$ cat src/rtl/sts_pkg.sv
package sts_pkg;
  localparam int unsigned DATA_W = 8;
  localparam int unsigned WORD_W = DATA_W + 1;
  localparam int unsigned CNT_W  = $clog2(WORD_W);

  typedef struct packed {
    logic              len9;
    logic [WORD_W-1:0] bits;
  } tx_word_t;
endpackage

$ cat src/rtl/sts_edge_det.sv
module sts_edge_det #(
  parameter int unsigned SYNC_STAGES = 2
) (
  input  logic clk_i,
  input  logic rst_ni,
  input  logic sclk_i,
  output logic fall_o
);
  logic [SYNC_STAGES-1:0] sync_q;
  logic                   prev_q;

  generate
    for (genvar g = 0; g < SYNC_STAGES; g++) begin : g_sync
      always_ff @(posedge clk_i or negedge rst_ni) begin
        if (!rst_ni) sync_q[g] <= 1'b0;
        else if (g == 0) sync_q[g] <= sclk_i;
        else sync_q[g] <= sync_q[(g == 0) ? 0 : g-1];
      end
    end
  endgenerate

  always_ff @(posedge clk_i or negedge rst_ni) begin
    if (!rst_ni) prev_q <= 1'b0;
    else prev_q <= sync_q[SYNC_STAGES-1];
  end

  // prev resets low: no false falling edge out of reset
  assign fall_o = prev_q & ~sync_q[SYNC_STAGES-1];
endmodule

$ cat src/rtl/sts_shifter.sv
module sts_shifter
  import sts_pkg::*;
(
  input  logic     clk_i,
  input  logic     rst_ni,
  input  logic     clear_i,
  input  logic     load_i,
  input  tx_word_t load_word_i,
  input  logic     adv_i,
  output logic     busy_o,
  output logic     last_o,
  output logic     bit_o
);
  logic [WORD_W-1:0] sr_q;
  logic [CNT_W-1:0]  cnt_q;
  logic              len9_q;
  logic              busy_q;

  assign last_o = (cnt_q == (len9_q ? CNT_W'(WORD_W-1) : CNT_W'(DATA_W-1)));
  assign busy_o = busy_q;
  assign bit_o  = sr_q[0];

  always_ff @(posedge clk_i or negedge rst_ni) begin
    if (!rst_ni) begin
      busy_q <= 1'b0;
      sr_q   <= '0;
      cnt_q  <= '0;
      len9_q <= 1'b0;
    end else if (clear_i) begin
      busy_q <= 1'b0;
      cnt_q  <= '0;
    end else if (load_i) begin
      busy_q <= 1'b1;
      sr_q   <= load_word_i.bits;
      len9_q <= load_word_i.len9;
      cnt_q  <= '0;
    end else if (adv_i && busy_q) begin
      if (last_o) begin
        busy_q <= 1'b0;
      end else begin
        sr_q  <= sr_q >> 1;
        cnt_q <= cnt_q + 1'b1;
      end
    end
  end
endmodule

$ cat src/rtl/sts_ctrl.sv
module sts_ctrl
  import sts_pkg::*;
(
  input  logic              clk_i,
  input  logic              rst_ni,
  input  logic              active_i,
  input  logic              wr_i,
  input  logic [DATA_W-1:0] wr_data_i,
  input  logic              nine_bit_i,
  input  logic              bit9_i,
  input  logic              fall_i,
  input  logic              busy_i,
  input  logic              last_i,
  output logic              load_o,
  output tx_word_t          load_word_o,
  output logic              hold_full_o
);
  tx_word_t hold_q, wr_word;
  logic     hold_full_q;
  logic     wr_ok, done, free;

  assign wr_word.len9 = nine_bit_i;
  assign wr_word.bits = {nine_bit_i & bit9_i, wr_data_i};

  assign wr_ok = wr_i & active_i;
  assign done  = busy_i & fall_i & last_i;
  assign free  = ~busy_i | done;

  // queued word wins over a fresh write when the shifter frees up
  assign load_o      = active_i & free & (hold_full_q | wr_ok);
  assign load_word_o = hold_full_q ? hold_q : wr_word;
  assign hold_full_o = hold_full_q;

  always_ff @(posedge clk_i or negedge rst_ni) begin
    if (!rst_ni) begin
      hold_full_q <= 1'b0;
      hold_q      <= '0;
    end else if (!active_i) begin
      hold_full_q <= 1'b0;
    end else if (free) begin
      if (hold_full_q) begin
        hold_full_q <= wr_ok;
        if (wr_ok) hold_q <= wr_word;
      end
    end else if (wr_ok) begin
      hold_full_q <= 1'b1;
      hold_q      <= wr_word;
    end
  end
endmodule

$ cat src/rtl/sync_slave_tx.sv
module sync_slave_tx
  import sts_pkg::*;
#(
  parameter int unsigned SYNC_STAGES = 2
) (
  input  logic              clk_i,
  input  logic              rst_ni,
  input  logic              port_en_i,
  input  logic              tx_en_i,
  input  logic              slave_mode_i,
  input  logic              nine_bit_i,
  input  logic              bit9_i,
  input  logic              irq_en_i,
  input  logic              wr_i,
  input  logic [DATA_W-1:0] wr_data_i,
  input  logic              sclk_i,
  output logic              sdo_o,
  output logic              sdo_oe_o,
  output logic              hold_empty_o,
  output logic              irq_o
);
  logic     active, sclk_fall, busy, last, load, hold_full, shift_bit;
  tx_word_t load_word;

  assign active = port_en_i & tx_en_i & slave_mode_i;

  sts_edge_det #(.SYNC_STAGES(SYNC_STAGES)) u_edge (
    .clk_i  (clk_i),
    .rst_ni (rst_ni),
    .sclk_i (sclk_i),
    .fall_o (sclk_fall)
  );

  sts_ctrl u_ctrl (
    .clk_i       (clk_i),
    .rst_ni      (rst_ni),
    .active_i    (active),
    .wr_i        (wr_i),
    .wr_data_i   (wr_data_i),
    .nine_bit_i  (nine_bit_i),
    .bit9_i      (bit9_i),
    .fall_i      (sclk_fall),
    .busy_i      (busy),
    .last_i      (last),
    .load_o      (load),
    .load_word_o (load_word),
    .hold_full_o (hold_full)
  );

  sts_shifter u_shift (
    .clk_i       (clk_i),
    .rst_ni      (rst_ni),
    .clear_i     (~active),
    .load_i      (load),
    .load_word_i (load_word),
    .adv_i       (sclk_fall),
    .busy_o      (busy),
    .last_o      (last),
    .bit_o       (shift_bit)
  );

  assign sdo_oe_o     = busy;
  assign sdo_o        = busy & shift_bit;
  assign hold_empty_o = ~hold_full;
  // combinational so it can wake a system whose clock is stopped
  assign irq_o        = ~hold_full & irq_en_i;
endmodule

$ cat config.mk
export PLATFORM = sky130hd
export DESIGN_NAME = sync_slave_tx
export DESIGN_NICKNAME = d
export VERILOG_FILES = /design/src/rtl/sts_pkg.sv /design/src/rtl/sts_edge_det.sv /design/src/rtl/sts_shifter.sv /design/src/rtl/sts_ctrl.sv /design/src/rtl/sync_slave_tx.sv
export SDC_FILE = /design/constraint.sdc
export NUM_CORES = 1
export LEC_CHECK = 0
export BUFFER_PORTS_ARGS = -buffer_cell sky130_fd_sc_hd__buf_2
export CORE_AREA = 10 10 63 65
export CTS_BUF_LIST = sky130_fd_sc_hd__clkbuf_4 sky130_fd_sc_hd__clkbuf_8 sky130_fd_sc_hd__clkbuf_16
export DETAILED_ROUTE_END_ITERATION = 8
export DIE_AREA = 0 0 73 75
export PLACE_DENSITY = 0.73
export SETUP_SLACK_MARGIN = 0.02
export SYNTH_ARGS = -nofsm -noshare
export SYNTH_HDL_FRONTEND = slang
export SYNTH_SLANG_ARGS = --single-unit
$ cat constraint.sdc
create_clock -name clk_i -period 3.2 [get_ports clk_i]
set_clock_uncertainty 0.2 [all_clocks]
set_input_delay 0 -clock clk_i [delete_from_list [all_inputs] [get_ports clk_i]]
set_output_delay 0 -clock clk_i [all_outputs]
set_load 0.01 [all_outputs]
# Word-level counts from Yosys, hierarchy flattened
# Index checks and enable logic that the tools add are counted.
# word_totals
register_bits	29
in_bits	18
out_inout_bits	4
word_cells	61
# op_classes
add_sub_neg	1
eq_ne	7
n_mux	20
n_bitwise	16
n_reduce_logical	7
# op_table
op	n
$mux W10	4
$mux W9	3
$mux W4	5
$and A1 B1 Y1	11
$ne A3 B3 Y1 const B	3
$mux W1	8
$reduce_and A2 Y1	4
$add A4 B1 Y4 const B	1
$eq A4 B4 Y1	1
$ne A3 B2 Y1 const B	1
$not A1 Y1	3
$reduce_and A3 Y1	1
$ne A2 B1 Y1 const B	1
$ne A2 B2 Y1 const B	1
$or A1 B1 Y1	2
$reduce_bool A2 Y1	1
$logic_and A1 B1 Y1	1

# Logic depth before layout (Yosys ltp)
# logic_depth
ltp_word	9
depth_mapped	6

# By module
# Synthesis repeated with hierarchy kept, for this count alone.
# unflattened
cells_unflattened	116
hier_area_um2	1426.4
# modules_own_cells
module	instances	cells_each	area_each_um2	seq_area_each_um2
sts_shifter	1	64	738.2	375.4
sts_ctrl	1	43	571.8	275.3
sts_edge_det	1	4	88.8	75.1
sync_slave_tx	1	5	27.5	0.0

# Worst setup path after synthesis
# Ideal clock, no wire load.
# synth_path
path_kind	register -> register
start	register u_shift.cnt_q[0]
end	register u_ctrl.hold_q[0] in the netlist's numbering
setup_ns	0.125
arrival_time_ns	1.723
t_required_ns	2.875
path_slack_ns	1.152
path_stages_with_launch	6
path_buffers	0
cell_sequence	dfrtp_1 > nor4b_4 > a22oi_2 > o21a_4 > o21ai_4 > mux2_2
# synth_via
elab_chain_cells	5
# synth_rtl
item	line	source
start: declaration	sts_shifter.sv:15	logic [CNT_W-1:0] cnt_q;
start signal: assignment	sts_shifter.sv:42	cnt_q <= cnt_q + 1'b1;
$eq A4 B4 Y1 (*)	sts_shifter.sv:19	assign last_o = (cnt_q == (len9_q ? CNT_W'(WORD_W-1) : CNT_W'(DATA_W-1)));
$and A1 B1 Y1 (*)	sts_ctrl.sv:26	assign done = busy_i & fall_i & last_i;
$or A1 B1 Y1 (*)	sts_ctrl.sv:27	assign free = ~busy_i | done;
$ne A2 B1 Y1 (no source line)	-	
$reduce_and A2 Y1 (no source line)	-	
end signal: assignment	sts_ctrl.sv:43	if (wr_ok) hold_q <= wr_word;
end signal: assignment	sts_ctrl.sv:47	hold_q <= wr_word;
end: declaration	sts_ctrl.sv:18	tx_word_t hold_q, wr_word;
# Mark *: on every way between the ends. The rest lies on a longest branch, timed or not.
# A chain may end at the register's enable or synchronous reset.

# Worst setup path in the final report
# layout_path
start	register u_shift.cnt_q[0]
end	register u_shift.busy_q (netlist: u_shift.busy_o)
# layout_via
elab_chain_cells	7
# layout_rtl
item	line	source
$eq A4 B4 Y1 (*)	sts_shifter.sv:19	
$and A1 B1 Y1	sts_ctrl.sv:26	
$or A1 B1 Y1	sts_ctrl.sv:27	
$and A1 B1 Y1 (2 in a row)	sts_ctrl.sv:30	assign load_o = active_i & free & (hold_full_q | wr_ok);
$ne A3 B2 Y1 (no source line) (tied with other cells)	-	
$reduce_and A2 Y1 (no source line) or $mux W1 (tied branches)	-	
end signal: assignment	sts_shifter.sv:30	busy_q <= 1'b0;
end signal: assignment	sts_shifter.sv:33	busy_q <= 1'b1;
end signal: assignment	sts_shifter.sv:39	busy_q <= 1'b0;
end: declaration	sts_shifter.sv:17	logic busy_q;
# Marks and branches as above.

==> impl_metrics.json <==
{
  "synth_fp_nets": 135,
  "avgRoutedWirePerCell_um": 15.9,
  "period_needed_ps": 2220,
  "syn_area_per_cell_um2": 12.2,
  "synthCells": 116,
  "r2r_slack_ps": 980,
  "grt_max_degree": 30,
  "rsz0062_at_grt": "false",
  "r2r_end": "u_shift.busy_o",
  "wirelength_um": 3040,
  "initial_core_util_pct": 52.1,
  "core_mm2": 0.00271,
  "drive_gt1_share_pct": 30.0,
  "synth_area_mm2": 0.00141,
  "via_per_inst": 5.81,
  "grt-ovfl-total": 0,
  "grt_pass1_wl_um": 5170,
  "ant_nets": 0,
  "reg2reg_depth": 5,
  "critPathMaxStageDelay_ps": 560,
  "cts-resized-gates": 0,
  "maxSlewViolCount": 0,
  "clock_power_share_pct": 28.7,
  "leakage_uw": 0.000848,
  "h-tree-depth": 2,
  "grt.total_usage_pct": 12.4,
  "worst_ep_required_time_ps": 3220,
  "port-buffer-count": 21,
  "path_cells": "nor4b_4 > a22oi_2 > o21ai_0 > a21oi_1 > dlygate4sd3_1",
  "fin_tns_setup_ps": 0,
  "hold_viol": 0,
  "layout_common_cells": "dfrtp_1, buf_2, dlygate4sd3_1",
  "cts.sinks": 29,
  "antenna_found_initial": 0,
  "cp_slowest_cell": "dlygate4sd3_1",
  "timing.rr.start": "u_shift.cnt_q[0]",
  "clockRootBuffer": "clkbuf_4",
  "crit_buf_inv": 1,
  "power_switching_uw": 195,
  "yosysWarnings": 0,
  "rows": 19,
  "n_antenna_cell": 0,
  "power_switching_share_pct": 26.4,
  "power.internal_uw": 542,
  "drt_first_pass_iters": 4,
  "relSlewSlack_pct": 57.0,
  "stdcell_count": 191,
  "fin_crit_sh_pct": 69.4,
  "crit_path_start_kind": "flip-flop",
  "cp-end-kind": "flip-flop",
  "cp_top_family": "buffers and inverters",
  "die_area_mm2": 0.00548,
  "hold_buffers": 18,
  "cp.arrival_ps": 2240,
  "seq_area_frac_synth_pct": 51.4,
  "path_clk_slew_ps": 100,
  "place.gp.congestion": 0.743,
  "dp_hpwl_um": 2140,
  "dr_total_vias": 1109,
  "cts_setup_buffers": 0,
  "tritoncts": "built",
  "layout_commonest_cell": "dfrtp_1",
  "status": "finished clean",
  "clk_latency_ps": 340,
  "place_inst": 165,
  "cts-buffers-inserted": 5,
  "pwr-share-comb_pct": 15.3,
  "power_per_cell_area_mw_per_mm2": 414,
  "path_max_fanout": 4,
  "setup_viol": 0,
  "crit_type": "flip-flop to flip-flop",
  "num_io_pins": 22,
  "die_w_um": 73,
  "die_y_um": 75,
  "nets": 178,
  "drtIter0Drc": 104,
  "synth_cell_types": 32,
  "maxCapViolCount": 0,
  "areaGrowthSynthToFinish_pct": 26.1,
  "clock_path_buffers": 2,
  "ir_drop_mv": 0.318,
  "power.total_uw": 737,
  "fmaxAchievable_ghz": 0.450,
  "hold_path_class": "primary input to async pin",
  "drcViolationCount": 0,
  "grt_pass1_vias": 1100,
  "seqPwrFrac_pct": 56.0,
  "worst_slew_pin_slew_ps": 640,
  "fillers": 225,
  "ys_ff_latch": 29
}
## power groups by stage
stage	Sequential [uW]	Clock, uW	Combinational (uW)
final	413	211	113
after floorplan	415	0	64.7
after detailed placement	421	0	96.4
after global placement	418	0	92.4
after global routing	417	237	125
after CTS	413	223	113
## Yosys cell counts
| master | n | share of area (%) |
|---|---|---|
| o21ai_4 | 1 | 1.2 |
| a221oi_2 | 1 | 1.1 |
| o21ai_0 | 4 | 1.4 |
| mux2i_1 | 2 | 1.4 |
| o31ai_1 | 1 | 0.53 |
| a22oi_2 | 1 | 0.89 |
| o21a_4 | 1 | 1.1 |
| mux2_2 | 9 | 7.2 |
| ha_1 | 1 | 0.89 |
| and3_2 | 1 | 0.53 |
| buf_1 | 2 | 0.53 |
| nor2_1 | 6 | 1.6 |
| nor3_1 | 2 | 0.71 |
| nor2b_1 | 3 | 1.3 |
| o2bb2ai_1 | 1 | 0.62 |
| o31ai_2 | 1 | 0.89 |
| nand3_1 | 4 | 1.4 |
| buf_2 | 2 | 0.71 |
| nand2_1 | 3 | 0.80 |
| nor4b_4 | 1 | 1.7 |
| a221o_1 | 8 | 5.7 |
| and2_1 | 2 | 0.89 |
| a21o_1 | 1 | 0.53 |
| or3_1 | 8 | 3.5 |
| nor4_2 | 1 | 0.89 |
| inv_1 | 4 | 1.1 |
| dfrtp_1 | 29 | 51 |
| xor2_1 | 3 | 1.9 |
| a32o_1 | 8 | 5.7 |
| a21oi_1 | 3 | 1.1 |
| a21oi_2 | 1 | 0.62 |
| and3_1 | 1 | 0.44 |
## worst max path at each step
| stage | from | slack, ps | cells past startpoint | endpoint |
|---|---|---|---|---|
| 6_report | u_shift.cnt_q[0] | 980 | 5 | u_shift.busy_o |
| 5_1_grt | u_shift.cnt_q[0] | 850 | 5 | u_shift.busy_o |
| 4_1_cts | u_shift.cnt_q[0] | 970 | 5 | u_shift.busy_o |
| 3_5_place_dp | u_shift.cnt_q[0] | 1010 | 5 | u_ctrl.hold_q[4] |
| 3_3_place_gp | u_shift.cnt_q[0] | 1060 | 5 | u_ctrl.hold_q[6] |
| 2_1_floorplan | u_shift.cnt_q[0] | 1150 | 5 | u_ctrl.hold_q[0] |
## worst register-to-register path, stage by stage, from the launching register on
cell and delay, ps:
dfrtp_1 450, nor4b_4 360, a22oi_2 160, o21ai_0 270, a21oi_1 110, dlygate4sd3_1 560
## flip-flops by register name (all words and copies together) (netlist names)
signal / count
u_shift.len9_q: 1
u_ctrl.hold_q: 10
u_shift.busy_o: 1
u_shift.sr_q: 9
u_edge.prev_q: 1
u_shift.cnt_q: 4
u_edge.sync_q: 2
u_ctrl.hold_full_o: 1
## stage by stage
step | hold WS (ps) | instance area (um2) | worst slack (ps) | util, %
floorplan | -496 | 1410 | 1150 | -
global placement | -151 | 1550 | 1060 | 57.1
detailed placement | -140 | 1550 | 1010 | 57.1
CTS | 15.9 | 1780 | 972 | 65.7
global route | 66.1 | 1780 | 853 | 65.7
finish | 14.8 | 1780 | 979 | 65.7
## cells by family (layout without fill, tap and decap cells)
logic type | count (synthesis) | in the layout | synth area share [%]
AND/OR/NAND/NOR | 32 | 32 | 13.8
buffers and inverters | 8 | 52 | 2.30
adder cells (fa/ha/maj) | 1 | 1 | 0.886
multiplexers | 11 | 11 | 8.59
flip-flops | 29 | 29 | 51.4
AO/OA/AOI/OAI | 32 | 32 | 21.2
XOR/XNOR | 3 | 3 | 1.86
## cell type report
cell class	count	area [um2]	area share [%]
multi-input combinational	79	654	36.7
tap	31	38.8	2.18
inverter	4	15.0	0.843
clock inverter	3	17.5	0.983
sequential	29	726	40.7
clock buffer	5	37.5	2.11
timing repair buffer	40	293	16.4
## routing by layer
| metal | vias up | routed length (um) | GRT usage, % |
|---|---|---|---|
| li1 | 535 | - | - |
| met1 | 541 | 1390 | 15.5 |
| met2 | 25 | 1400 | 17.2 |
| met3 | 8 | 161 | 5.39 |
| met4 | 0 | 88 | 8.02 |
| met5 | - | 0 | 0 |
(Power assumes the default switching activity.)
